===== config.mk =====
export PLATFORM = sky130hd
export DESIGN_NAME = legacy_irq_gate
export DESIGN_NICKNAME = d
export VERILOG_FILES = /design/src/rtl/lvl_irq_pkg.sv /design/src/rtl/lvl_pin_bank.sv /design/src/rtl/lvl_cmd_reg.sv /design/src/rtl/lvl_evt_sched.sv /design/src/rtl/legacy_irq_gate.sv
export SDC_FILE = /design/constraint.sdc
export NUM_CORES = 1
export LEC_CHECK = 0
export ABC_AREA = 1
export BUFFER_PORTS_ARGS = -buffer_cell sky130_fd_sc_hd__buf_4
export CAP_MARGIN = 30
export CORE_ASPECT_RATIO = 0.7
export CORE_UTILIZATION = 38
export CTS_CLUSTER_SIZE = 28
export DETAILED_ROUTE_END_ITERATION = 10
export PLACE_DENSITY = 0.74
export RECOVER_POWER = 100
export SKIP_CTS_REPAIR_TIMING = 1
export SYNTH_ARGS = -nofsm -noshare
export SYNTH_HDL_FRONTEND = slang
export SYNTH_HIERARCHICAL = 1
export SYNTH_SLANG_ARGS = --single-unit
export TNS_END_PERCENT = 10

===== constraint.sdc =====
create_clock -name clk -period 1 [get_ports clk]
set_input_delay 0.05 -clock clk [delete_from_list [all_inputs] [get_ports clk]]
set_output_delay 0.05 -clock clk [all_outputs]
set_load 0.02 [all_outputs]

===== src/rtl/lvl_irq_pkg.sv =====
package lvl_irq_pkg;

    localparam int NUM_PINS   = 4;
    localparam int CMD_W      = 16;

    localparam int CMD_IO_BIT      = 0;
    localparam int CMD_MEM_BIT     = 1;
    localparam int CMD_BM_BIT      = 2;
    localparam int CMD_IRQ_OFF_BIT = 10;
    localparam int STS_IRQ_BIT     = 3;

    localparam logic [CMD_W-1:0] CMD_WMASK =
        (CMD_W'(1) << CMD_IO_BIT)  | (CMD_W'(1) << CMD_MEM_BIT) |
        (CMD_W'(1) << CMD_BM_BIT)  | (CMD_W'(1) << CMD_IRQ_OFF_BIT);

    typedef enum logic [1:0] {
        DELTA_UP = 2'b01,
        DELTA_DN = 2'b11
    } delta_e;

    function automatic delta_e delta_of(input logic rising);
        return rising ? DELTA_UP : DELTA_DN;
    endfunction

endpackage


===== src/rtl/lvl_pin_bank.sv =====
module lvl_pin_bank #(
    parameter int NPINS = lvl_irq_pkg::NUM_PINS
) (
    input  logic             clk,
    input  logic             rst,
    input  logic [NPINS-1:0] req,
    output logic [NPINS-1:0] level_q,
    output logic             any_q
);
    for (genvar g = 0; g < NPINS; g++) begin : g_pin
        always_ff @(posedge clk) begin
            if (rst) level_q[g] <= 1'b0;
            else     level_q[g] <= req[g];
        end
    end

    assign any_q = |level_q;
endmodule


===== src/rtl/lvl_cmd_reg.sv =====
module lvl_cmd_reg #(
    parameter int               W     = lvl_irq_pkg::CMD_W,
    parameter logic [W-1:0]     WMASK = lvl_irq_pkg::CMD_WMASK,
    parameter int               OFF_BIT = lvl_irq_pkg::CMD_IRQ_OFF_BIT
) (
    input  logic         clk,
    input  logic         rst,
    input  logic         wr,
    input  logic [W-1:0] wdata,
    output logic [W-1:0] cmd_q,
    output logic         irq_off
);
    always_ff @(posedge clk) begin
        if (rst)     cmd_q <= '0;
        else if (wr) cmd_q <= wdata & WMASK;
    end

    assign irq_off = cmd_q[OFF_BIT];
endmodule


===== src/rtl/lvl_evt_sched.sv =====
module lvl_evt_sched
    import lvl_irq_pkg::*;
#(
    parameter int NPINS = NUM_PINS,
    localparam int IDX_W = (NPINS > 1) ? $clog2(NPINS) : 1
) (
    input  logic             clk,
    input  logic             rst,
    input  logic [NPINS-1:0] level,
    input  logic             irq_off,
    output logic             evt_valid,
    output logic [IDX_W-1:0] evt_pin,
    output delta_e           evt_delta
);
    logic [NPINS-1:0] fwd_q;
    logic [NPINS-1:0] target;
    logic [NPINS-1:0] diff;

    assign target = level & {NPINS{~irq_off}};
    assign diff   = target ^ fwd_q;

    always_comb begin
        evt_valid = 1'b0;
        evt_pin   = '0;
        for (int p = NPINS - 1; p >= 0; p--) begin
            if (diff[p]) begin
                evt_valid = 1'b1;
                evt_pin   = IDX_W'(p);
            end
        end
        evt_delta = delta_of(target[evt_pin]);
    end

    always_ff @(posedge clk) begin
        if (rst)            fwd_q <= '0;
        else if (evt_valid) fwd_q[evt_pin] <= target[evt_pin];
    end
endmodule


===== src/rtl/legacy_irq_gate.sv =====
module legacy_irq_gate
    import lvl_irq_pkg::*;
(
    input  logic                   clk,
    input  logic                   rst,
    input  logic [NUM_PINS-1:0]    pin_req,
    input  logic                   cmd_wr,
    input  logic [CMD_W-1:0]       cmd_wdata,
    output logic [CMD_W-1:0]       cmd_q,
    output logic                   irq_status,
    output logic                   evt_valid,
    output logic [$clog2(NUM_PINS)-1:0] evt_pin,
    output logic [1:0]             evt_delta
);
    logic [NUM_PINS-1:0] level_q;
    logic                irq_off;
    delta_e              delta_w;

    lvl_pin_bank #(.NPINS(NUM_PINS)) u_pins (
        .clk     (clk),
        .rst     (rst),
        .req     (pin_req),
        .level_q (level_q),
        .any_q   (irq_status)
    );

    lvl_cmd_reg #(.W(CMD_W), .WMASK(CMD_WMASK), .OFF_BIT(CMD_IRQ_OFF_BIT)) u_cmd (
        .clk     (clk),
        .rst     (rst),
        .wr      (cmd_wr),
        .wdata   (cmd_wdata),
        .cmd_q   (cmd_q),
        .irq_off (irq_off)
    );

    lvl_evt_sched #(.NPINS(NUM_PINS)) u_evt (
        .clk       (clk),
        .rst       (rst),
        .level     (level_q),
        .irq_off   (irq_off),
        .evt_valid (evt_valid),
        .evt_pin   (evt_pin),
        .evt_delta (delta_w)
    );

    assign evt_delta = delta_w;
endmodule


==> results.txt <==
----------------------------------------------------
[Logic synthesis]
  Post-synth EDFFs ... 0
  Leading area contributor after synthesis ... sky130_fd_sc_hd__dfxtp_1
  Unique masters post-synth ... 17
  Primary flip-flop cell chosen by synthesis mapping ... sky130_fd_sc_hd__dfxtp_1
  Share of the yosys chip area belonging to registers ... 31.5%
  Count of yosys warnings during synthesis ... 6
  Share of synthesized registers carrying an async set or reset ... 0%
  Cell types with the largest area share after synthesis ... sky130_fd_sc_hd__dfxtp_1 31%, sky130_fd_sc_hd__buf_4 14%, sky130_fd_sc_hd__nand2_1 12%, sky130_fd_sc_hd__inv_1 9.3%, sky130_fd_sc_hd__nor2_1 7.9%
  Mapped Area ... 763 µm²
  Portion of synthesized cell area occupied by the leading cell type ... 31.5%
  Top-count cell post-synth ... sky130_fd_sc_hd__nand2_1
  Mean cell area of the mapped netlist ... 6.64 µm²
  Post-synthesis register bit count ... 12
  Number of cells produced by synthesis ... about 120
  Cell types with the highest counts after synthesis ... 24 x sky130_fd_sc_hd__nand2_1, 19 x sky130_fd_sc_hd__inv_1, 16 x sky130_fd_sc_hd__nor2_1, 14 x sky130_fd_sc_hd__buf_4, 12 x sky130_fd_sc_hd__dfxtp_1

[Drt]
  Number of DRC markers after the initial detailed-route iteration ... 7
  Count of TritonRoute iterations in the first routing pass ... 4
  Final routed DRC violation total ... 0
  Post-detailed-route count of antenna-violating nets ... 0
  Total wire length after detailed routing ... approximately 1600 µm
  Vias post-DR ... about 700
  Routed wire per std cell ... roughly 9.5 µm
  Ratio of routed vias to standard cells ... roughly 4

[Job]
  Number of maximum-capacitance constraint violations ... 0

[Power]
  Clock Power Share ... roughly 27%
  Share of total power in combinational logic ... 35.2%
  P_leak ... about 0.57 nW
  Maximum VDD drop ... slightly below 900 µV
  Part of the power in registers ... between 30% and 40%
  Cell Pwr Density ... around 1300 nW/µm²
  Cell-internal power ... 943 µW
  Switching power share of the total ... 33.5%
  Total net switching power ... around 470 µW
  Overall power consumption ... between 1 and 1.5 mW

[CTS]
  TritonCTS sink count ... 12
  CTS tree ... built
  Source-to-sink clock delay at the later pin of the worst-skew pair ... approximately 0.27 ns
  Number of buffers inserted during clock tree synthesis ... 3
  CTS Root Buffer Type ... sky130_fd_sc_hd__clkbuf_4
  Deepest clock path buffer count ... 2
  Clk slew on worst S/H paths ... around 0.08 ns
  Number of H-tree levels ... 1

[Cells and area]
  Inserted Diodes ... 0
  Number of standard cells in the final layout excluding fillers ... between 150 and 200
  Post-layout nets ... roughly 170
  Fraction of layout instances using a drive strength above 1 ... a little under two fifths
  Final core occ ... ~57%
  Area growth from synthesis to final layout ... 40.2%
  Post-route cell area ... about 1100 µm²

[Place]
  Placed instance area ... 983 µm²
  Place WS ... -0.391 ns
  PortBufs ... 19
  Final HPWL from detailed placement ... between 1000 and 1500 µm
  Routability congestion estimate from global placement ... approximately 0.86
  Dpl cells ... 164

[Global routing]
  Pin count of the biggest net entering global routing ... 10
  Vias in the first global route ... 631
  Overflow left after global routing ... 0
  First-pass GRT wire length ... 2610 µm
  Number of antenna violations at the first check in global routing ... 0
  Overall track demand over capacity in global routing ... between 10% and 20%

[STA]
  Ratio of final minimum period to clock period ... 162%
  Peak clock frequency supported by timing ... 618 MHz
  Time the final worst path needs with I/O delays and setup ... 1.62 ns
  Final setup violation count ... 7
  Final Max Slew Viols ... 0
  Setup repair after global routing missed its margin ... true
  Worst-case clock skew ... just over 0.006 ns
  Final worst hold slack ... -0.0202 ns
  Final Hold Viols ... 1
  Post-route worst setup slack ... -0.619 ns

[Die]
  Num ports ... 45
  Effective utilization at floorplan ... around 40%
  Core outline area ... roughly 1900 µm²
  Die extent in y ... 39.5 µm
  Area of the die ... 2190 µm²
  Floorplan row count ... 13
  Die X ... around 56 µm

[Status]
  Violations in the final reports ... negative hold slack, negative setup slack
  Result of the run ... finished with violations

[Setup path]
  Kind of end point of the critical path ... primary output
  Data required time of the worst path ... between 0.9 and 1 ns
  Worst r2r src ... u_cmd/cmd_q[10]$_SDFFE_PP0P_
  Chain of cells forming the critical path ... inv_4 > nand2_4 > xnor2_4 > inv_2 > nand2_2 > nand2_1 > nand3_1 > nand2_2 > buf_6
  Highest fanout seen on the critical path ... 6
  Slack of the worst reg-to-reg path ... -0.28 ns
  Critical R2R Capture ... u_evt/fwd_q[3]$_SDFFE_PP0P_
  Worst setup path class ... reg -> out
  Register-to-Register Path Depth ... 8
  Crit path launch type ... register
  Cell with the largest stage delay on the worst path ... sky130_fd_sc_hd__dfxtp_4
  Delay contributed by the slowest stage of the critical path ... a little under 0.4 ns
  Data arrival time of the worst path ... between 1.5 and 2 ns
  Most Frequent Cell on Critical Path ... sky130_fd_sc_hd__nand2_2

[Min path]
  Terminating pin of the worst hold path ... u_pins/level_q[1]$_SDFF_PP0_
  Hold path startpoint ... pin_req[1]
  Type of the most critical hold path ... in -> reg
  Hold Path Stages ... 3

----------------------------------------------------
==> worst max-delay path: cells and delay by family, from the launching register on <==
| kind | cells | cell delay, ns |
|---|---|---|
| xor+xnor | 1 | 0.25 |
| buf+inv | 3 | 0.30 |
| flops | 1 | 0.39 |
| simple gates | 5 | 0.36 |
==> metal layers <==
metal  up-vias  global-route usage (%)  share of wire (%)
li1        379                       -                  -
met1       301                    16.0                 42
met2        25                    34.3                 52
met3         0                    7.26                6.1
met4         0                    1.88                  0
met5         -                       0                  0
==> cell usage in the layout (no fill, tap or decap) <==
| master | count |
|---|---|
| sky130_fd_sc_hd__buf_4 | 25 |
| sky130_fd_sc_hd__inv_1 | 19 |
| sky130_fd_sc_hd__nand2_1 | 19 |
| sky130_fd_sc_hd__nor2_1 | 14 |
| sky130_fd_sc_hd__conb_1 | 13 |
| sky130_fd_sc_hd__dfxtp_1 | 10 |
| sky130_fd_sc_hd__nand2_2 | 6 |
| sky130_fd_sc_hd__nand3_1 | 6 |
| sky130_fd_sc_hd__clkbuf_4 | 5 |
| sky130_fd_sc_hd__clkbuf_1 | 4 |
| sky130_fd_sc_hd__nand2_4 | 3 |
| sky130_fd_sc_hd__nor2_4 | 3 |
| sky130_fd_sc_hd__o21ai_0 | 3 |
| sky130_fd_sc_hd__dlygate4sd3_1 | 2 |
| sky130_fd_sc_hd__inv_2 | 2 |
| sky130_fd_sc_hd__nor2_2 | 2 |
| sky130_fd_sc_hd__nand3_2 | 2 |
| sky130_fd_sc_hd__a21oi_1 | 2 |
| sky130_fd_sc_hd__clkbuf_8 | 1 |
| sky130_fd_sc_hd__buf_6 | 1 |
| sky130_fd_sc_hd__dfxtp_4 | 1 |
| sky130_fd_sc_hd__inv_4 | 1 |
| sky130_fd_sc_hd__o21ai_2 | 1 |
| sky130_fd_sc_hd__xnor2_4 | 1 |
| sky130_fd_sc_hd__nor3_4 | 1 |
| sky130_fd_sc_hd__a21oi_2 | 1 |
| sky130_fd_sc_hd__dfxtp_2 | 1 |
==> per-stage QoR <==
stage	hold WS [ns]	setup TNS, ns
after floorplan	0.119	-0.671
after global placement	0.249	-1.51
after detailed placement	0.257	-1.81
after CTS	-0.0295	-3.09
after global routing	0.000956	-3.64
final	-0.0202	-2.89
==> power groups by stage <==
stage | registers [mW] | logic (mW) | clock network [mW]
finish | 0.531 | 0.499 | 0.387
global route | 0.536 | 0.547 | 0.430
CTS | 0.528 | 0.474 | 0.400
detailed placement | 0.539 | 0.469 | 0
global placement | 0.539 | 0.464 | 0
floorplan | 0.547 | 0.323 | 0
==> layout make-up <==
| type | instances | area, µm² |
|---|---|---|
| repair buffers | 34 | 249 |
| clock buffers | 4 | 36.3 |
| fillers | 165 | 801 |
| multi-input cells | 77 | 427 |
| well taps | 22 | 27.5 |
| flip-flops and latches | 12 | 245 |
| inverters | 22 | 85.1 |
==> worst max path at each step <==
stage,start,to,depth (start not counted)
2_1_floorplan,u_cmd/cmd_q[10]$_SDFFE_PP0P_,evt_delta[1],8
3_3_place_gp,u_pins/level_q[3]$_SDFF_PP0_,evt_delta[1],10
3_5_place_dp,u_pins/level_q[3]$_SDFF_PP0_,evt_delta[1],10
4_1_cts,u_pins/level_q[3]$_SDFF_PP0_,evt_delta[1],10
5_1_grt,u_cmd/cmd_q[10]$_SDFFE_PP0P_,evt_delta[1],12
6_report,u_cmd/cmd_q[10]$_SDFFE_PP0P_,evt_delta[1],9
==> kinds of logic (layout without fill, tap and decap cells) <==
group                  after synthesis  in the layout  share of synthesized area, %
flip-flops                          12             12                          31.5
AO/OA/AOI/OAI                        7              7                          4.59
XOR/XNOR                             1              1                          3.61
AND/OR/NAND/NOR                     56             56                          33.3
other                                2             13                         0.984
buffers and inverters               37             60                          26.1
==> state kept, by name, summed over array words and instances (netlist names) <==
signal          flops
u_cmd/cmd_q         4
u_evt/fwd_q         4
u_pins/level_q      4
Note: power is estimated with default switching activity, not from simulation.
